## config.mk

```make
export PLATFORM = sky130hd
export DESIGN_NAME = ptw_walker
export DESIGN_NICKNAME = d
export VERILOG_FILES = /design/src/rtl/ptw_pkg.sv /design/src/rtl/ptw_addr_gen.sv /design/src/rtl/ptw_leaf_eval.sv /design/src/rtl/ptw_walker.sv
export SDC_FILE = /design/constraint.sdc
export NUM_CORES = 1
export LEC_CHECK = 0
export BUFFER_PORTS_ARGS = -buffer_cell sky130_fd_sc_hd__buf_2
export CAP_MARGIN = 20
export CORE_ASPECT_RATIO = 1.5
export CORE_MARGIN = 2
export CORE_UTILIZATION = 45
export CTS_BUF_LIST = sky130_fd_sc_hd__clkbuf_4 sky130_fd_sc_hd__clkbuf_8 sky130_fd_sc_hd__clkbuf_16
export DETAILED_ROUTE_END_ITERATION = 10
export HOLD_SLACK_MARGIN = 0.1
export PLACE_DENSITY = 0.82
export SYNTH_ARGS = -nofsm -noshare
export SYNTH_HDL_FRONTEND = slang
export SYNTH_SLANG_ARGS = --single-unit
```

## constraint.sdc

```tcl
create_clock -name clk -period 3.03 [get_ports clk]
set_input_delay 0.303 -clock clk [delete_from_list [all_inputs] [get_ports clk]]
set_output_delay 0.303 -clock clk [all_outputs]
set_load 0.05 [all_outputs]
```

## src/rtl/ptw_pkg.sv

```systemverilog
package ptw_pkg;
    localparam int VA_W      = 48;
    localparam int OFF_W     = 12;
    localparam int IDX_W     = 9;
    localparam int NUM_LVL   = 4;
    localparam int LVL_W     = $clog2(NUM_LVL);
    localparam int PTE_W     = 64;
    localparam int ENT_SHIFT = $clog2(PTE_W / 8);
    localparam int MID_OFF_W = OFF_W + IDX_W;          // 2 MB page offset width
    localparam int BIG_OFF_W = OFF_W + 2 * IDX_W;      // 1 GB page offset width

    // entry bit positions
    localparam int B_PRES = 0;
    localparam int B_WR   = 1;
    localparam int B_USR  = 2;
    localparam int B_ACC  = 5;
    localparam int B_DIRT = 6;
    localparam int B_BIG  = 7;
    localparam int B_NOX  = 63;

    localparam logic [1:0] FK_NONE = 2'd0;
    localparam logic [1:0] FK_NP   = 2'd1;
    localparam logic [1:0] FK_PROT = 2'd2;

    localparam logic [1:0] SZ_4K = 2'd0;
    localparam logic [1:0] SZ_2M = 2'd1;
    localparam logic [1:0] SZ_1G = 2'd2;

    typedef enum logic [2:0] {
        ST_IDLE,
        ST_RD_REQ,
        ST_RD_WAIT,
        ST_WR_REQ,
        ST_WR_WAIT,
        ST_DONE
    } walk_st_e;
endpackage

```

## src/rtl/ptw_addr_gen.sv

```systemverilog
module ptw_addr_gen
    import ptw_pkg::*;
#(
    parameter int PA_W = 40
) (
    input  logic [PA_W-1:0]  base,
    input  logic [VA_W-1:0]  vaddr,
    input  logic [LVL_W-1:0] level,
    output logic [PA_W-1:0]  addr
);
    logic [IDX_W-1:0] idx_by_lvl [NUM_LVL];

    generate
        for (genvar g = 0; g < NUM_LVL; g++) begin : g_idx
            assign idx_by_lvl[g] = vaddr[OFF_W + IDX_W * g +: IDX_W];
        end
    endgenerate

    logic [PA_W-1:0] base_al;
    logic [PA_W-1:0] idx_off;

    assign base_al = {base[PA_W-1:OFF_W], {OFF_W{1'b0}}};
    assign idx_off = PA_W'({idx_by_lvl[level], {ENT_SHIFT{1'b0}}});
    assign addr    = base_al + idx_off;
endmodule

```

## src/rtl/ptw_leaf_eval.sv

```systemverilog
module ptw_leaf_eval
    import ptw_pkg::*;
#(
    parameter int PA_W = 40
) (
    input  logic [PTE_W-1:0]     ent,
    input  logic [LVL_W-1:0]     level,
    input  logic [BIG_OFF_W-1:0] va_low,
    input  logic                 acc_wr,
    input  logic                 acc_fx,
    input  logic                 acc_us,
    input  logic                 in_w,
    input  logic                 in_u,
    input  logic                 in_xd,
    output logic                 present,
    output logic                 leaf,
    output logic                 m_w,
    output logic                 m_u,
    output logic                 m_xd,
    output logic                 prot,
    output logic                 need_wr,
    output logic [PTE_W-1:0]     wdata,
    output logic [PA_W-1:0]      pa,
    output logic [1:0]           size,
    output logic [PA_W-1:0]      next_base
);
    logic set_dirty;
    logic unused_ent;

    assign unused_ent = ^{ent[PTE_W-2:PA_W], ent[OFF_W-1:B_BIG+1], ent[B_ACC-1:B_USR+1]};

    assign present = ent[B_PRES];
    assign leaf    = (level == LVL_W'(0)) ||
                     (ent[B_BIG] && ((level == LVL_W'(1)) || (level == LVL_W'(2))));

    assign m_w  = in_w & ent[B_WR];
    assign m_u  = in_u & ent[B_USR];
    assign m_xd = in_xd | ent[B_NOX];

    assign prot = (acc_wr & ~m_w) | (acc_fx & m_xd) | (acc_us & ~m_u);

    assign set_dirty = leaf & acc_wr & ~ent[B_DIRT];
    assign need_wr   = ~ent[B_ACC] | set_dirty;

    always_comb begin
        wdata          = ent;
        wdata[B_ACC]   = 1'b1;
        wdata[B_DIRT]  = ent[B_DIRT] | (leaf & acc_wr);
    end

    assign next_base = {ent[PA_W-1:OFF_W], {OFF_W{1'b0}}};

    always_comb begin
        case (level)
            LVL_W'(2): begin
                pa   = {ent[PA_W-1:BIG_OFF_W], va_low[BIG_OFF_W-1:0]};
                size = SZ_1G;
            end
            LVL_W'(1): begin
                pa   = {ent[PA_W-1:MID_OFF_W], va_low[MID_OFF_W-1:0]};
                size = SZ_2M;
            end
            default: begin
                pa   = {ent[PA_W-1:OFF_W], va_low[OFF_W-1:0]};
                size = SZ_4K;
            end
        endcase
    end
endmodule

```

## src/rtl/ptw_walker.sv

```systemverilog
module ptw_walker
    import ptw_pkg::*;
#(
    parameter int PA_W = 40
) (
    input  logic                 clk,
    input  logic                 rst_n,
    input  logic                 req_valid,
    output logic                 req_ready,
    input  logic [VA_W-1:0]      req_vaddr,
    input  logic                 req_write,
    input  logic                 req_fetch,
    input  logic                 req_user,
    input  logic [PA_W-1:0]      root_base,
    input  logic                 skip_valid,
    input  logic [LVL_W-1:0]     skip_level,
    input  logic [PA_W-1:0]      skip_base,
    input  logic                 skip_w,
    input  logic                 skip_u,
    input  logic                 skip_xd,
    output logic                 mem_req_valid,
    input  logic                 mem_req_ready,
    output logic [PA_W-1:0]      mem_req_addr,
    output logic                 mem_req_we,
    output logic [PTE_W-1:0]     mem_req_wdata,
    input  logic                 mem_rsp_valid,
    input  logic [PTE_W-1:0]     mem_rsp_data,
    output logic                 done,
    output logic                 fault,
    output logic [1:0]           fault_kind,
    output logic [LVL_W-1:0]     fault_level,
    output logic [PA_W-1:0]      pa_out,
    output logic [1:0]           page_size,
    output logic                 perm_w,
    output logic                 perm_u,
    output logic                 perm_xd
);
    typedef struct packed {
        walk_st_e         st;
        logic [LVL_W-1:0] lvl;
        logic [PA_W-1:0]  base;
        logic [VA_W-1:0]  va;
        logic             wr;
        logic             fx;
        logic             us;
        logic             mw;
        logic             mu;
        logic             mx;
        logic [PTE_W-1:0] ent;
        logic             leaf_hit;
        logic             flt;
        logic [1:0]       fkind;
        logic [LVL_W-1:0] flvl;
        logic [1:0]       size;
        logic [PA_W-1:0]  pa;
    } walk_s;

    walk_s d, q;

    logic [PA_W-1:0]  ent_addr;
    logic             ev_present, ev_leaf, ev_w, ev_u, ev_xd, ev_prot, ev_need_wr;
    logic [PTE_W-1:0] ev_wdata;
    logic [PA_W-1:0]  ev_pa, ev_next_base;
    logic [1:0]       ev_size;

    ptw_addr_gen #(.PA_W(PA_W)) addr_i (
        .base  (q.base),
        .vaddr (q.va),
        .level (q.lvl),
        .addr  (ent_addr)
    );

    ptw_leaf_eval #(.PA_W(PA_W)) eval_i (
        .ent       (mem_rsp_data),
        .level     (q.lvl),
        .va_low    (q.va[BIG_OFF_W-1:0]),
        .acc_wr    (q.wr),
        .acc_fx    (q.fx),
        .acc_us    (q.us),
        .in_w      (q.mw),
        .in_u      (q.mu),
        .in_xd     (q.mx),
        .present   (ev_present),
        .leaf      (ev_leaf),
        .m_w       (ev_w),
        .m_u       (ev_u),
        .m_xd      (ev_xd),
        .prot      (ev_prot),
        .need_wr   (ev_need_wr),
        .wdata     (ev_wdata),
        .pa        (ev_pa),
        .size      (ev_size),
        .next_base (ev_next_base)
    );

    always_comb begin
        d = q;
        case (q.st)
            ST_IDLE: begin
                if (req_valid) begin
                    d.va       = req_vaddr;
                    d.wr       = req_write;
                    d.fx       = req_fetch;
                    d.us       = req_user;
                    d.flt      = 1'b0;
                    d.fkind    = FK_NONE;
                    d.flvl     = '0;
                    d.leaf_hit = 1'b0;
                    if (skip_valid) begin
                        d.lvl  = skip_level;
                        d.base = skip_base;
                        d.mw   = skip_w;
                        d.mu   = skip_u;
                        d.mx   = skip_xd;
                    end else begin
                        d.lvl  = LVL_W'(NUM_LVL - 1);
                        d.base = root_base;
                        d.mw   = 1'b1;
                        d.mu   = 1'b1;
                        d.mx   = 1'b0;
                    end
                    d.st = ST_RD_REQ;
                end
            end
            ST_RD_REQ: begin
                if (mem_req_ready) d.st = ST_RD_WAIT;
            end
            ST_RD_WAIT: begin
                if (mem_rsp_valid) begin
                    if (!ev_present) begin
                        d.flt   = 1'b1;
                        d.fkind = FK_NP;
                        d.flvl  = q.lvl;
                        d.st    = ST_DONE;
                    end else begin
                        d.mw = ev_w;
                        d.mu = ev_u;
                        d.mx = ev_xd;
                        if (ev_leaf && ev_prot) begin
                            d.flt   = 1'b1;
                            d.fkind = FK_PROT;
                            d.flvl  = q.lvl;
                            d.st    = ST_DONE;
                        end else begin
                            d.ent      = ev_wdata;
                            d.leaf_hit = ev_leaf;
                            if (ev_leaf) begin
                                d.pa   = ev_pa;
                                d.size = ev_size;
                            end
                            if (ev_need_wr) begin
                                d.st = ST_WR_REQ;
                            end else if (ev_leaf) begin
                                d.st = ST_DONE;
                            end else begin
                                d.lvl  = q.lvl - LVL_W'(1);
                                d.base = ev_next_base;
                                d.st   = ST_RD_REQ;
                            end
                        end
                    end
                end
            end
            ST_WR_REQ: begin
                if (mem_req_ready) d.st = ST_WR_WAIT;
            end
            ST_WR_WAIT: begin
                if (mem_rsp_valid) begin
                    if (q.leaf_hit) begin
                        d.st = ST_DONE;
                    end else begin
                        d.lvl  = q.lvl - LVL_W'(1);
                        d.base = {q.ent[PA_W-1:OFF_W], {OFF_W{1'b0}}};
                        d.st   = ST_RD_REQ;
                    end
                end
            end
            ST_DONE: d.st = ST_IDLE;
            default: d.st = ST_IDLE;
        endcase
    end

    always_ff @(posedge clk) begin
        if (!rst_n) q <= '0;
        else        q <= d;
    end

    assign req_ready     = (q.st == ST_IDLE);
    assign mem_req_valid = (q.st == ST_RD_REQ) || (q.st == ST_WR_REQ);
    assign mem_req_we    = (q.st == ST_WR_REQ);
    assign mem_req_addr  = ent_addr;
    assign mem_req_wdata = q.ent;
    assign done          = (q.st == ST_DONE);
    assign fault         = done & q.flt;
    assign fault_kind    = q.fkind;
    assign fault_level   = q.flvl;
    assign pa_out        = q.pa;
    assign page_size     = q.size;
    assign perm_w        = q.mw;
    assign perm_u        = q.mu;
    assign perm_xd       = q.mx;
endmodule

```

# Word level (Yosys, flattened, before mapping)
# Cells that the tools add are included.
[classes]
add_sub_neg = 2
mul = 0
div = 0
order_cmp = 1
n_eq_ne = 18
shifts = 0
muxes = 35
bitwise_logic = 19
n_reduce_logical = 17
[ops]
columns = ["op", "count"]
rows = [
  ["two-way mux 42 bit", 9],
  ["case mux 42 bit (3 select lines)", 1],
  ["two-way mux 115 bit", 1],
  ["two-way mux 99 bit", 1],
  ["two-way mux 45 bit", 2],
  ["two-way mux 68 bit", 1],
  ["two-way mux 65 bit", 1],
  ["case mux 30 bit (2 select lines)", 1],
  ["adder 40 x 12 -> 40 bit", 1],
  ["two-way mux 3 bit", 8],
  ["!= test 2 bit, second input constant", 10],
  ["binary-select mux 9 bit (select 2 bit)", 1],
  ["two-way mux 9 bit", 2],
  ["case mux 3 bit (5 select lines)", 1],
  ["AND reduction 5 bit", 3],
  ["case mux 6 bit (2 select lines)", 1],
  ["AND reduction 4 bit", 3],
  ["two-way mux 5 bit", 2],
  ["AND reduction 9 bit", 1],
  ["bitwise AND 1 bit", 8],
  ["equality test 3 x 2 -> 1 bit, second input constant", 2],
  ["equality test 3 bit, second input constant", 2],
  ["two-way mux 6 bit", 1],
  ["case mux 3 bit (2 select lines)", 1],
  ["17 further kinds", 28],
]
[word_totals]
regBits = 211
latchBits = 0
ram_bits = 0
mem_bits_ro = 0
inputBits = 206
out_inout_bits = 158
wordCells = 109
mem_count = 0

# Logic depth before layout (Yosys ltp)
[depth]
depth_word = 12
ltp_mapped = 11
depth_no_buf = 7

# Cells and area by module
# A second synthesis with hierarchy kept.
[unflattened]
cells_unflattened = 1428
hier_area_um2 = 11795.1
[modules_own_cells]
columns = ["module", "n_inst", "cells_each", "area_each_um2", "seq_area_each_um2"]
rows = [
  ["ptw_walker", 1, 1214, 10044.6, 4224.1],
  ["ptw_leaf_eval", 1, 171, 1295.0, 0.0],
  ["ptw_addr_gen", 1, 43, 455.4, 0.0],
]

# Worst setup path after synthesis
# No wires, ideal clock.
[synth_timing]
kind = "register to register"
start = "register q[206] in the netlist's numbering"
end = "register q, in the netlist fault_level[0]"
setup_ns = 0.117
t_arrival_ns = 2.630
t_required_ns = 2.913
slack_ns = 0.283
stages_incl_launch_ff = 9
n_path_buf = 1
synth_period_minus_slack_ns = 2.747
path_cell_list = "dfxtp_1 -> buf_1 -> inv_1 -> ha_1 -> a21o_1 -> o31ai_2 -> or4_1 -> and3_1 -> a22o_1"
[synth_via]
elab_chain_cells = 7
word_cells_on_any_way = 13
cone_classes = "eq/ne: 3; mux: 4; reduce/logical: 6"
[synth_lines]
columns = ["element", "line", "rtl"]
rows = [
  ["start, declared", "ptw_walker.sv:58", "walk_s d, q;"],
  ["start signal, assigned", "ptw_walker.sv:184", "if (!rst_n) q <= '0;"],
  ["start signal, assigned", "ptw_walker.sv:185", "else q <= d;"],
  ["equality test 2 x 1 -> 1 bit or equality test 2 bit (tied branches)", "ptw_leaf_eval.sv:34", "(ent[B_BIG] && ((level == LVL_W'(1)) || (level == LVL_W'(2))));"],
  ["logical OR 1 bit", "ptw_leaf_eval.sv:34", ""],
  ["logical AND 1 bit", "ptw_leaf_eval.sv:34", ""],
  ["logical OR 1 bit", "ptw_leaf_eval.sv:33", "assign leaf = (level == LVL_W'(0)) ||"],
  ["logical AND 1 bit", "ptw_walker.sv:139", "if (ev_leaf && ev_prot) begin"],
  ["!= test 3 bit (no line)", "n/a", ""],
  ["AND reduction 4 bit (no line)", "n/a", ""],
]
# Several ways; a longest one is shown, not always the timed one. The select of a mux whose other input is x is not followed.
# A chain may end at the register's enable or synchronous reset.

# Worst setup path after layout
[layout_timing]
start = "register q[208] in the netlist's numbering"
end = "output port mem_req_we"
[layout_via]
elab_chain_cells = 1
[layout_lines]
columns = ["element", "line", "rtl"]
rows = [
  ["equality test 3 x 2 -> 1 bit", "ptw_walker.sv:190", "assign mem_req_we = (q.st == ST_WR_REQ);"],
  ["end, declared", "ptw_walker.sv:24", "output logic mem_req_we,"],
]
# Every way passes these cells.

==> results by group <==
Run status
  • Status: completed

Clock tree
  • Clock tree from TritonCTS: built
  • H-tree depth: 4
  • Clock slew seen by the registers of the worst setup and hold paths: about 0.07 ns
  • Clock insertion delay at the later pin of the skew report: 0.44 ns
  • Cts bufs inserted: 17
  • Max clock buf depth: 2
  • Number of setup buffers added after CTS: 0
  • Number of sinks driven by the clock tree: 198
  • Root buffer cell: clkbuf_16

Die
  • Horizontal die dimension: 121.3 um
  • Die Footprint: 0.02182 mm^2
  • Die outline height: 179.9 um
  • Number of core rows: 64
  • Top-Level Pins: 364
  • Area of the core: 0.02034 mm^2
  • Initial standard-cell utilization of the core: 45.64%

Yosys
  • Synthesis Warnings: 0
  • Synth Instances: about 1.1k
  • Most frequent cell after synthesis: nand2_1
  • Post-synthesis async set-or-reset flop share: 0%
  • Sequential fraction of the synthesis area: between 40 and 50%
  • Area fraction of the dominant cell type after synthesis: 42.70%
  • Synthesized area per cell: a little over 8 um^2
  • Combined area of all synthesized cells: a little over 0.009 mm^2
  • Unique masters post-synth: 47
  • Leading cell types by total area after synthesis: dfxtp_1, buf_4, nand2_1, a21oi_1, nand3_1
  • Number of synthesized register bits: 198
  • Leading cell types by count after synthesis: nand2_1, dfxtp_1, buf_4, a21oi_1
  • Number of enable flip-flop cells after synthesis: 0
  • Most used flip-flop cell after synthesis: dfxtp_1
  • Yosys top cell by area: dfxtp_1

Setup path
  • Critical path startpoint category: flop
  • Data required time at the worst endpoint: around 2.7 ns
  • Maximum net fanout on the critical path: 15
  • Arrival time at the worst endpoint: between 2 and 2.5 ns
  • CP Class: reg -> out
  • Critical Path End Type: output port

Route
  • Number of search-and-repair iterations in the first detailed-routing pass: 7
  • DRC violation count after routing: 0
  • WL/cell: 17.61 um
  • 1st-iter DRT viols: between 700 and 800
  • Vias: 8893
  • Routed via count divided by cell count: 5.490
  • Final Routed Wirelength: 28.53 mm
  • Number of routed nets with antenna violations: 0

Timing
  • Total negative setup slack: 0 ns
  • Minimum clock period: 2.434 ns
  • RSZ-0062 raised after global routing: false
  • F_max: 0.4109 GHz
  • Total count of hold-check failures in the final report: 0
  • Number of max-slew violations in the final report: 0
  • Clock tree skew after final layout: ~0.011 ns
  • Final critical-path share of the clock period: around four fifths
  • Final setup violating endpoints: 0
  • Rel. slew slack: around a third
  • Transition at the pin with the smallest max-transition slack: 0.9673 ns

Power and ir drop
  • Worst-case vdd ir drop: 0.3285 mV
  • Power density cells: 576.9 mW/mm^2
  • Standby leakage power: 0.004889 uW

Place
  • Area after DPL: 0.01010 mm^2
  • Port buffer count: 336
  • Final Wtd Congestion: 0.9303
  • Post-DP HPWL: 19.25 mm

Global route
  • Antenna violations before repair: 2
  • Via count of the first global-routing pass: approximately 8.4k
  • Pin count of the biggest net entering global routing: 162
  • Global Route Usage Sum: roughly 25%
  • Leftover overflow at the end of global routing: 0
  • Wire length of the first global-routing pass: 43.08 mm

Cells and area
  • Final core area utilization: 56.01%
  • Design area: 0.01139 mm^2
  • Synth-to-layout area growth: 22.73%
  • Layout Nets: approximately 1.6k
  • Fraction of final layout cells sized beyond drive strength 1: 31.86%

Worst hold path
  • Class of the most critical hold timing path: in -> reg

Run
  • Number of maximum-capacitance violations: 0
[state kept, by name, summed over array words and instances, names as in the netlist]
register,count
fault_level,2
perm_w,1
pa_out,40
perm_u,1
fault_kind,2
mem_req_wdata,63
q,86
perm_xd,1
page_size,2
[per-layer routing]
layer / global-route usage [%] / vias to the layer above / share of wire, %
met3: 6.536 / 89 / 7.3
met1: 27.12 / 4154 / 37
met2: 42.99 / 449 / 50
met4: 16.46 / 0 / 5.9
li1: - / 4201 / -
met5: 0 / - / 0
[report_power, final]
group | internal [uW] | switching [uW]
clock network | 1300 | 1040
registers | 2750 | 104
logic | 455 | 925
[worst paths after layout]
| path | from | end | slack (ns) | cells after the start |
|---|---|---|---|---|
| min reg2reg | q[46] | q[46] | 0.45 | 1 |
| max reg2reg | q[206] | mem_req_wdata[3] | 0.60 | 8 |
| max | q[208] | mem_req_we | 0.60 | 4 |
| min | req_vaddr[29] | q[147] | 0.12 | 3 |
[logic make-up (layout without fill, tap and decap cells)]
logic type	Yosys count	count (layout)	synth area share (%)
buffers and inverters	237	459	15.61
other	1	6	0.04040
flip-flops	198	198	42.70
AO/OA/AOI/OAI	287	287	18.57
adder cells (fa/ha/maj)	5	5	0.6739
AND/OR/NAND/NOR	363	363	16.71
multiplexers	38	38	5.688
[final cells by class]
type | instances | area, um^2
Antenna cell | 3 | 7.507
Clock buffer | 17 | 425.4
Clock inverter | 14 | 176.4
Fill cell | 1806 | 8947
Inverter | 8 | 31.28
Multi-Input combinational cell | 696 | 3902
Sequential cell | 198 | 3964
Tap cell | 264 | 330.3
Timing Repair Buffer | 420 | 2555
[critical path: stages, from the launching register on]
cell and delay, ns:
dfxtp_1 0.70, inv_1 0.22, nor2_1 0.32, and2_1 0.17
buf_2 0.28
[cell usage in the layout (no fill, tap or decap), drive strengths merged, types with 2 or more instances in the layout]
cell type	count
bufinv	3
nand3	64
and3	7
nand2	218
nor2	33
nand2b	3
nor3b	2
nand4	2
clkinv	4
a21oi	114
a21boi	2
nor2b	4
a22o	2
o21bai	2
dfxtp	198
o21a	2
clkbuf	17
a21o	2
conb	3
a222oi	28
clkinvlp	5
dlygate4sd3	68
mux2	28
a31o	2
a211oi	2
a31oi	3
a221oi	18
buf	352
and2	7
ha	5
nor3	21
o21ai	102
mux4	9
inv	10
diode	3
[per-stage QoR]
step           hold WS, ns  total power [uW]  std cells  setup slack [ns]
3_5_place_dp        0.4312              4203       1518            0.6328
4_1_cts             0.1014              6605       1617            0.5619
5_1_grt             0.1024              6821       1619            0.4090
3_3_place_gp        0.4245              4173       1517            0.5726
2_1_floorplan       0.3907              3883       1131            0.2829
6_report            0.1210              6573       1620            0.5963
[repair_timing]
action	4_1_cts	5_1_grt
gates resized for setup	0	0
hold buffers	68	0
hold endpoints to repair	68	0
Power figures use the tool's default switching activity.
